**config.mk**
```make
export PLATFORM = sky130hd
export DESIGN_NAME = disp_tgen
export DESIGN_NICKNAME = d
export VERILOG_FILES = /design/src/rtl/tgen_pkg.sv /design/src/rtl/tgen_regs.sv /design/src/rtl/tgen_counters.sv /design/src/rtl/tgen_win.sv /design/src/rtl/disp_tgen.sv
export SDC_FILE = /design/constraint.sdc
export NUM_CORES = 1
export LEC_CHECK = 0
export ABC_CLOCK_PERIOD_IN_PS = 4800
export BUFFER_PORTS_ARGS = -buffer_cell sky130_fd_sc_hd__buf_4
export CAP_MARGIN = 20
export CORE_AREA = 2 2 254 256
export DETAILED_ROUTE_END_ITERATION = 8
export DIE_AREA = 0 0 256 258
export PLACE_DENSITY_LB_ADDON = 0.08
export SKIP_CTS_REPAIR_TIMING = 1
export SYNTH_ARGS = -nofsm -noshare
export SYNTH_HDL_FRONTEND = slang
export SYNTH_SLANG_ARGS = --single-unit
```
**constraint.sdc**
```tcl
create_clock -name clk_i -period 4.8 [get_ports clk_i]
set_clock_uncertainty 0.05 [all_clocks]
set_input_delay 0.24 -clock clk_i [delete_from_list [all_inputs] [get_ports clk_i]]
set_output_delay 0.24 -clock clk_i [all_outputs]
set_load 0.02 [all_outputs]
```
**src/rtl/tgen_pkg.sv**
```systemverilog
package tgen_pkg;
  localparam int unsigned COL_W  = 16;
  localparam int unsigned POS_W  = 24;
  localparam int unsigned ADDR_W = 4;
  localparam int unsigned DATA_W = 32;
  localparam int unsigned CNT_W  = 16;
  localparam int unsigned NWIN   = 5;

  localparam int unsigned WIN_DISP_H = 0;
  localparam int unsigned WIN_DISP_V = 1;
  localparam int unsigned WIN_ACT_H  = 2;
  localparam int unsigned WIN_ACT_V  = 3;
  localparam int unsigned WIN_DAT_H  = 4;

  localparam int unsigned POL_HS = 0;
  localparam int unsigned POL_VS = 1;
  localparam int unsigned POL_DE = 2;

  localparam int unsigned CLR_BIT = DATA_W - 1;

  typedef enum logic [ADDR_W-1:0] {
    REG_HCTL      = 4'd0,
    REG_FRAME_LEN = 4'd1,
    REG_VS_LEN    = 4'd2,
    REG_DISP_H    = 4'd3,
    REG_DISP_VS   = 4'd4,
    REG_DISP_VE   = 4'd5,
    REG_ACT_H     = 4'd6,
    REG_ACT_VS    = 4'd7,
    REG_ACT_VE    = 4'd8,
    REG_DAT_H     = 4'd9,
    REG_POL       = 4'd10,
    REG_CFG       = 4'd11,
    REG_CNT_EN    = 4'd12,
    REG_CNT_CTL   = 4'd13
  } reg_e;

  typedef struct packed {
    logic [COL_W-1:0] line_len;
    logic [COL_W-1:0] hs_w;
    logic [COL_W-1:0] disp_hs;
    logic [COL_W-1:0] disp_he;
    logic [COL_W-1:0] act_hs;
    logic [COL_W-1:0] act_he;
    logic [COL_W-1:0] dat_hs;
    logic [COL_W-1:0] dat_he;
    logic [POS_W-1:0] frame_len;
    logic [POS_W-1:0] vs_len;
    logic [POS_W-1:0] disp_vs;
    logic [POS_W-1:0] disp_ve;
    logic [POS_W-1:0] act_vs;
    logic [POS_W-1:0] act_ve;
    logic [2:0]       pol;
    logic             dat_en;
  } timing_t;
endpackage

```
**src/rtl/tgen_regs.sv**
```systemverilog
module tgen_regs
  import tgen_pkg::*;
(
  input  logic              clk_i,
  input  logic              rst_ni,
  input  logic              en_i,
  input  logic              wr_en_i,
  input  logic [ADDR_W-1:0] wr_addr_i,
  input  logic [DATA_W-1:0] wr_data_i,
  input  logic              frame_end_i,
  output timing_t           cfg_o,
  output logic              cnt_run_o,
  output logic              cnt_clr_o
);
  localparam int unsigned HI = 2 * COL_W - 1;

  timing_t    pend_q, act_q;
  logic [1:0] cnt_en_q;

  always_ff @(posedge clk_i or negedge rst_ni) begin
    if (!rst_ni) begin
      pend_q   <= '0;
      act_q    <= '0;
      cnt_en_q <= '0;
    end else begin
      if (wr_en_i) begin
        case (reg_e'(wr_addr_i))
          REG_HCTL: begin
            pend_q.line_len <= wr_data_i[HI:COL_W];
            pend_q.hs_w     <= wr_data_i[COL_W-1:0];
          end
          REG_FRAME_LEN: pend_q.frame_len <= wr_data_i[POS_W-1:0];
          REG_VS_LEN:    pend_q.vs_len    <= wr_data_i[POS_W-1:0];
          REG_DISP_H: begin
            pend_q.disp_he <= wr_data_i[HI:COL_W];
            pend_q.disp_hs <= wr_data_i[COL_W-1:0];
          end
          REG_DISP_VS: pend_q.disp_vs <= wr_data_i[POS_W-1:0];
          REG_DISP_VE: pend_q.disp_ve <= wr_data_i[POS_W-1:0];
          REG_ACT_H: begin
            pend_q.act_he <= wr_data_i[HI:COL_W];
            pend_q.act_hs <= wr_data_i[COL_W-1:0];
          end
          REG_ACT_VS: pend_q.act_vs <= wr_data_i[POS_W-1:0];
          REG_ACT_VE: pend_q.act_ve <= wr_data_i[POS_W-1:0];
          REG_DAT_H: begin
            pend_q.dat_he <= wr_data_i[HI:COL_W];
            pend_q.dat_hs <= wr_data_i[COL_W-1:0];
          end
          REG_POL:    pend_q.pol    <= wr_data_i[2:0];
          REG_CFG:    pend_q.dat_en <= wr_data_i[0];
          REG_CNT_EN: cnt_en_q      <= wr_data_i[1:0];
          default: ;
        endcase
      end
      // working copy only moves between frames
      if (!en_i || frame_end_i) act_q <= pend_q;
    end
  end

  assign cfg_o     = act_q;
  assign cnt_run_o = &cnt_en_q;
  assign cnt_clr_o = wr_en_i && (reg_e'(wr_addr_i) == REG_CNT_CTL) && wr_data_i[CLR_BIT];
endmodule

```
**src/rtl/tgen_counters.sv**
```systemverilog
module tgen_counters
  import tgen_pkg::*;
(
  input  logic             clk_i,
  input  logic             rst_ni,
  input  logic             en_i,
  input  logic [COL_W-1:0] line_len_i,
  input  logic [POS_W-1:0] frame_len_i,
  input  logic             cnt_run_i,
  input  logic             cnt_clr_i,
  output logic [POS_W-1:0] pos_o,
  output logic [COL_W-1:0] col_o,
  output logic             frame_end_o,
  output logic [CNT_W-1:0] frame_cnt_o,
  output logic [CNT_W-1:0] line_cnt_o
);
  logic [POS_W-1:0] pos_q;
  logic [COL_W-1:0] col_q;
  logic [CNT_W-1:0] fcnt_q, lcnt_q;
  logic             line_end;

  assign line_end    = (col_q == line_len_i - COL_W'(1));
  assign frame_end_o = en_i && (pos_q == frame_len_i - POS_W'(1));

  always_ff @(posedge clk_i or negedge rst_ni) begin
    if (!rst_ni) begin
      pos_q  <= '0;
      col_q  <= '0;
      fcnt_q <= '0;
      lcnt_q <= '0;
    end else if (!en_i) begin
      pos_q  <= '0;
      col_q  <= '0;
      fcnt_q <= '0;
      lcnt_q <= '0;
    end else begin
      pos_q <= frame_end_o ? '0 : pos_q + POS_W'(1);
      col_q <= (frame_end_o || line_end) ? '0 : col_q + COL_W'(1);
      if (cnt_clr_i) begin
        fcnt_q <= '0;
        lcnt_q <= '0;
      end else if (cnt_run_i) begin
        if (frame_end_o) begin
          fcnt_q <= fcnt_q + CNT_W'(1);
          lcnt_q <= '0;
        end else if (line_end) begin
          lcnt_q <= lcnt_q + CNT_W'(1);
        end
      end
    end
  end

  assign pos_o       = pos_q;
  assign col_o       = col_q;
  assign frame_cnt_o = fcnt_q;
  assign line_cnt_o  = lcnt_q;
endmodule

```
**src/rtl/tgen_win.sv**
```systemverilog
module tgen_win #(
  parameter int unsigned W = 24
) (
  input  logic [W-1:0] val_i,
  input  logic [W-1:0] lo_i,
  input  logic [W-1:0] hi_i,
  output logic         hit_o
);
  assign hit_o = (val_i >= lo_i) && (val_i <= hi_i);
endmodule

```
**src/rtl/disp_tgen.sv**
```systemverilog
module disp_tgen
  import tgen_pkg::*;
(
  input  logic              clk_i,
  input  logic              rst_ni,
  input  logic              en_i,
  input  logic              wr_en_i,
  input  logic [ADDR_W-1:0] wr_addr_i,
  input  logic [DATA_W-1:0] wr_data_i,
  output logic              hsync_o,
  output logic              vsync_o,
  output logic              de_o,
  output logic              disp_win_o,
  output logic              act_win_o,
  output logic              data_vld_o,
  output logic [CNT_W-1:0]  frame_cnt_o,
  output logic [CNT_W-1:0]  line_cnt_o
);
  timing_t          cfg;
  logic             cnt_run, cnt_clr, frame_end;
  logic [POS_W-1:0] pos_q;
  logic [COL_W-1:0] col_q;

  tgen_regs u_regs (
    .clk_i       (clk_i),
    .rst_ni      (rst_ni),
    .en_i        (en_i),
    .wr_en_i     (wr_en_i),
    .wr_addr_i   (wr_addr_i),
    .wr_data_i   (wr_data_i),
    .frame_end_i (frame_end),
    .cfg_o       (cfg),
    .cnt_run_o   (cnt_run),
    .cnt_clr_o   (cnt_clr)
  );

  tgen_counters u_cnt (
    .clk_i       (clk_i),
    .rst_ni      (rst_ni),
    .en_i        (en_i),
    .line_len_i  (cfg.line_len),
    .frame_len_i (cfg.frame_len),
    .cnt_run_i   (cnt_run),
    .cnt_clr_i   (cnt_clr),
    .pos_o       (pos_q),
    .col_o       (col_q),
    .frame_end_o (frame_end),
    .frame_cnt_o (frame_cnt_o),
    .line_cnt_o  (line_cnt_o)
  );

  logic [POS_W-1:0] w_val [NWIN];
  logic [POS_W-1:0] w_lo  [NWIN];
  logic [POS_W-1:0] w_hi  [NWIN];
  logic [NWIN-1:0]  w_hit;

  always_comb begin
    w_val[WIN_DISP_H] = POS_W'(col_q);
    w_lo[WIN_DISP_H]  = POS_W'(cfg.disp_hs);
    w_hi[WIN_DISP_H]  = POS_W'(cfg.disp_he);
    w_val[WIN_DISP_V] = pos_q;
    w_lo[WIN_DISP_V]  = cfg.disp_vs;
    w_hi[WIN_DISP_V]  = cfg.disp_ve;
    w_val[WIN_ACT_H]  = POS_W'(col_q);
    w_lo[WIN_ACT_H]   = POS_W'(cfg.act_hs);
    w_hi[WIN_ACT_H]   = POS_W'(cfg.act_he);
    w_val[WIN_ACT_V]  = pos_q;
    w_lo[WIN_ACT_V]   = cfg.act_vs;
    w_hi[WIN_ACT_V]   = cfg.act_ve;
    w_val[WIN_DAT_H]  = POS_W'(col_q);
    w_lo[WIN_DAT_H]   = POS_W'(cfg.dat_hs);
    w_hi[WIN_DAT_H]   = POS_W'(cfg.dat_he);
  end

  for (genvar gi = 0; gi < NWIN; gi++) begin : g_win
    tgen_win #(.W(POS_W)) u_win (
      .val_i (w_val[gi]),
      .lo_i  (w_lo[gi]),
      .hi_i  (w_hi[gi]),
      .hit_o (w_hit[gi])
    );
  end

  logic act_now;
  assign act_now = w_hit[WIN_ACT_H] & w_hit[WIN_ACT_V];

  always_ff @(posedge clk_i or negedge rst_ni) begin
    if (!rst_ni) begin
      hsync_o    <= 1'b0;
      vsync_o    <= 1'b0;
      de_o       <= 1'b0;
      disp_win_o <= 1'b0;
      act_win_o  <= 1'b0;
      data_vld_o <= 1'b0;
    end else if (!en_i) begin
      hsync_o    <= cfg.pol[POL_HS];
      vsync_o    <= cfg.pol[POL_VS];
      de_o       <= cfg.pol[POL_DE];
      disp_win_o <= 1'b0;
      act_win_o  <= 1'b0;
      data_vld_o <= 1'b0;
    end else begin
      hsync_o    <= (col_q < cfg.hs_w) ^ cfg.pol[POL_HS];
      vsync_o    <= (pos_q < cfg.vs_len) ^ cfg.pol[POL_VS];
      disp_win_o <= w_hit[WIN_DISP_H] & w_hit[WIN_DISP_V];
      act_win_o  <= act_now;
      de_o       <= act_now ^ cfg.pol[POL_DE];
      data_vld_o <= act_now & (~cfg.dat_en | w_hit[WIN_DAT_H]);
    end
  end
endmodule

```
==> results.ini <==
[outcome]
status = completed

[global_route]
grt_max_degree = 107
grt_pass1_vias = 21850
antenna_found_initial = 6
grt.total_usage = 0.2446
grt-ovfl-total = 0
grt_pass1_wl_um = 126300

[flow_run]
maxCapViolations = 0

[power_and_ir_drop]
power_leakage_nw = 16.74
power_w = 0.01530
cellPowerDensity_mw_per_mm2 = 432.1
ir_drop_mv = 0.3226

[place]
pre_cts_slack_ps = 357.2
port_buffers = 77
dp_hpwl_um = 53120
place.gp.congestion = 0.8883
place_inst = 3734
dpl_cell_area_sq_mm = 0.03284

[detailed_routing]
wirelength_um = 79160
vias = 21510
via_per_inst = 5.546
ant_nets = 0
drt_iter0_markers = 1543
drtPass1Iterations = 5
wire_per_inst_um = 20.41
drc = 0

[critical_path]
slowest_delay_ps = 760
path_delay_family = simple AND/OR/NAND/NOR gates
reg2reg_depth = 11
worstSetupStartpointType = flop
r2r_end = u_cnt.line_cnt_o[15]$_DFFE_PN0P_
crit_path_top_delay_cell = or4b_2
end_kind = flop
crit_chain = inv_1, ha_1, or4b_2, nor3_1, a31oi_1, nor4_1, and4_1, nand3_1, and2_1, or4_1, a21oi_1
r2r_slack_ps = 340
cp_max_fo = 18
path_buf_inv = 1
r2r_start = u_regs.cfg_o[124]$_DFFE_PN0P_
cp.arrival_ps = 4920
required_ps = 5260
critical_path_class = flop to flop

[min_path]
min_to = u_regs.pend_q[91]$_DFFE_PN0P_
hp-start = wr_data_i[15]
min_path_type = primary input to flop
whs_path_depth = 2

[synth]
ys_seq_area_frac = 0.5060
ys.flop_type = dfrtp_1
synth_nets = 3165
synth.distinct_cells = 84
async_reset_ff_frac = 1.000
synth.ff_latch_count = 632
syn_area_per_cell_sq_um = 10.82
yosysWarnings = 0
synth-edff-count = 0
synthCells = 2889
netlist_area_sq_mm = 0.03126

[timing]
maxSlewViolCount = 0
relSlewSlack = 0.3093
fin_crit_ps = 4459
rsz0062_at_grt = no
setup_viol = 0
fin_crit_sh = 0.9289
finalHoldViolations = 0
layout_setup_ws_ps = 341.3
tightest_slew_ps = 1032
fin_setup_tns_ps = 0
fmax_ghz = 0.2243

[clock_network]
numClockSinks = 632
clock_latency_ps = 610
htree_levels = 3
cts-root-buf = clkbuf_16
clk_path_buf_depth = 3
clk_pin_slew_ps = 60
cts-buffers-inserted = 71
tritoncts = yes

[die]
die_height_um = 258
rows = 93
ios = 78
core_sq_mm = 0.06365
die_width_um = 256
die_area_sq_mm = 0.06605
initial_utilization = 0.4911

[cells_and_area]
syn_to_final_growth_pct = 13.31
nFillCells = 5534
drive_gt1_frac = 0.2002
final_area_sq_mm = 0.03542
finalNetCount = 3244
final_cells = 3879

sequential cells by signal, summed over array words and instances, names as in the netlist, 2 cells and up:
name               count
u_cnt.frame_cnt_o     16
u_regs.pend_q        276
u_cnt.col_o           16
u_cnt.line_cnt_o      16
u_cnt.pos_o           24
u_regs.cfg_o         276
u_regs.cnt_en_q        2
Yosys cell counts, types with 4 or more instances:
library cell  instances  area share
o2111ai_1             4      0.0011
nor2_1              120       0.014
buf_2                17      0.0027
nor4_1               15      0.0030
clkbuf_1             68      0.0082
a41oi_1               4      0.0011
nand2b_1             24      0.0048
a31oi_1               4     0.00080
nor2b_1              24      0.0048
nor4b_1               6      0.0017
nand2_1             305       0.037
o211ai_1              6      0.0014
a211oi_1             16      0.0038
nand3b_1              5      0.0012
inv_1               242       0.029
a21o_1               59       0.014
o21a_1                8      0.0019
nand3_1              34      0.0054
ha_1                236       0.094
a221oi_1              4      0.0011
buf_1                28      0.0034
buf_4                23      0.0055
or3_1                19      0.0038
nor3_1               29      0.0046
o21ai_0             271       0.043
dfrtp_1             632        0.51
o31ai_1               6      0.0014
a21oi_1              91       0.015
o21ai_1              19      0.0030
and3_1               20      0.0040
xor2_1               45       0.013
xnor2_1              52       0.015
or4_1                 9      0.0022
nand4_1              48      0.0096
mux2_2              328        0.12
cell families after synthesis:
kind of cell / Yosys count / share of synthesized area
multiplexers: 331 / 0.1191
AO/OA/AOI/OAI: 520 / 0.09627
XOR/XNOR: 98 / 0.02790
flip-flops: 632 / 0.5060
AND/OR/NAND/NOR: 690 / 0.1060
buffers and inverters: 382 / 0.05024
adder cells (fa/ha/maj): 236 / 0.09447
layout make-up:
type / instances / area [sq um] / share of cell area
flip-flops and latches: 632 / 15820 / 0.4465
clock buffers: 103 / 2152 / 0.06076
multi-input cells: 1875 / 13900 / 0.3926
repair buffers: 146 / 1306 / 0.03688
clock inverters: 24 / 256.5 / 0.007242
diodes: 2 / 5.005 / 0.0001413
inverters: 242 / 908.4 / 0.02565
well taps: 855 / 1070 / 0.03021
per-layer routing:
| layer | routed length [um] | GRT usage | vias to the layer above |
|---|---|---|---|
| li1 | - | - | 10110 |
| met1 | 35750 | 0.3301 | 10940 |
| met2 | 38510 | 0.4146 | 352 |
| met3 | 3037 | 0.03298 | 110 |
| met4 | 1832 | 0.07001 | 4 |
| met5 | 31 | 0 | - |
metrics by stage:
step                  util  hold slack (ps)
floorplan                -           -105.6
global placement    0.5160            350.6
detailed placement  0.5160            359.7
CTS                 0.5538           -292.1
global route        0.5563            4.624
finish              0.5564            12.90
report_power, final:
part | leakage (nW) | internal, W | switching [W]
registers | 7.97 | 0.00638 | 0.000559
clock network | 1.21 | 0.00338 | 0.00220
logic | 7.57 | 0.00129 | 0.00149
total | 16.7 | 0.0111 | 0.00425
worst max-delay path by stage:
| stage | startpoint | to | depth (start not counted) | slack (ps) |
|---|---|---|---|---|
| global route | u_regs.cfg_o[124]$_DFFE_PN0P_ | u_cnt.frame_cnt_o[12]$_DFFE_PN0P_ | 10 | 70 |
| finish | u_regs.cfg_o[124]$_DFFE_PN0P_ | u_cnt.line_cnt_o[15]$_DFFE_PN0P_ | 11 | 340 |
| floorplan | u_regs.cfg_o[124]$_DFFE_PN0P_ | u_regs.cfg_o[133]$_DFFE_PN0P_ | 13 | 980 |
| global placement | u_regs.cfg_o[124]$_DFFE_PN0P_ | u_regs.cfg_o[231]$_DFFE_PN0P_ | 12 | 450 |
| CTS | u_regs.cfg_o[124]$_DFFE_PN0P_ | u_regs.cfg_o[258]$_DFFE_PN0P_ | 12 | 320 |
| detailed placement | u_regs.cfg_o[124]$_DFFE_PN0P_ | u_regs.cfg_o[258]$_DFFE_PN0P_ | 12 | 360 |
cell usage in the layout (no fill, tap or decap), types with 6 or more instances in the layout:
cell and instances:
nand3_1 34, or4_1 9, clkinv_2 16, nor4_1 15, nand2_1 303, dlygate4sd3_1 16
a21o_1 59, inv_1 242, nor2_1 116, and3_1 19, o21ai_0 270, o21a_1 8
nor2b_1 24, o21ai_1 20, nand2b_1 24, buf_12 13, nand4_1 48, ha_1 236
mux2_2 328, nor4b_1 6, buf_4 116, xnor2_1 52, clkbuf_16 75, a211oi_1 16
xor2_1 45, nor3_1 29, clkbuf_1 11, o211ai_1 6, a21oi_1 91, o31ai_1 6
clkbuf_8 17, or3_1 19, dfrtp_1 632
(Power assumes the default switching activity.)
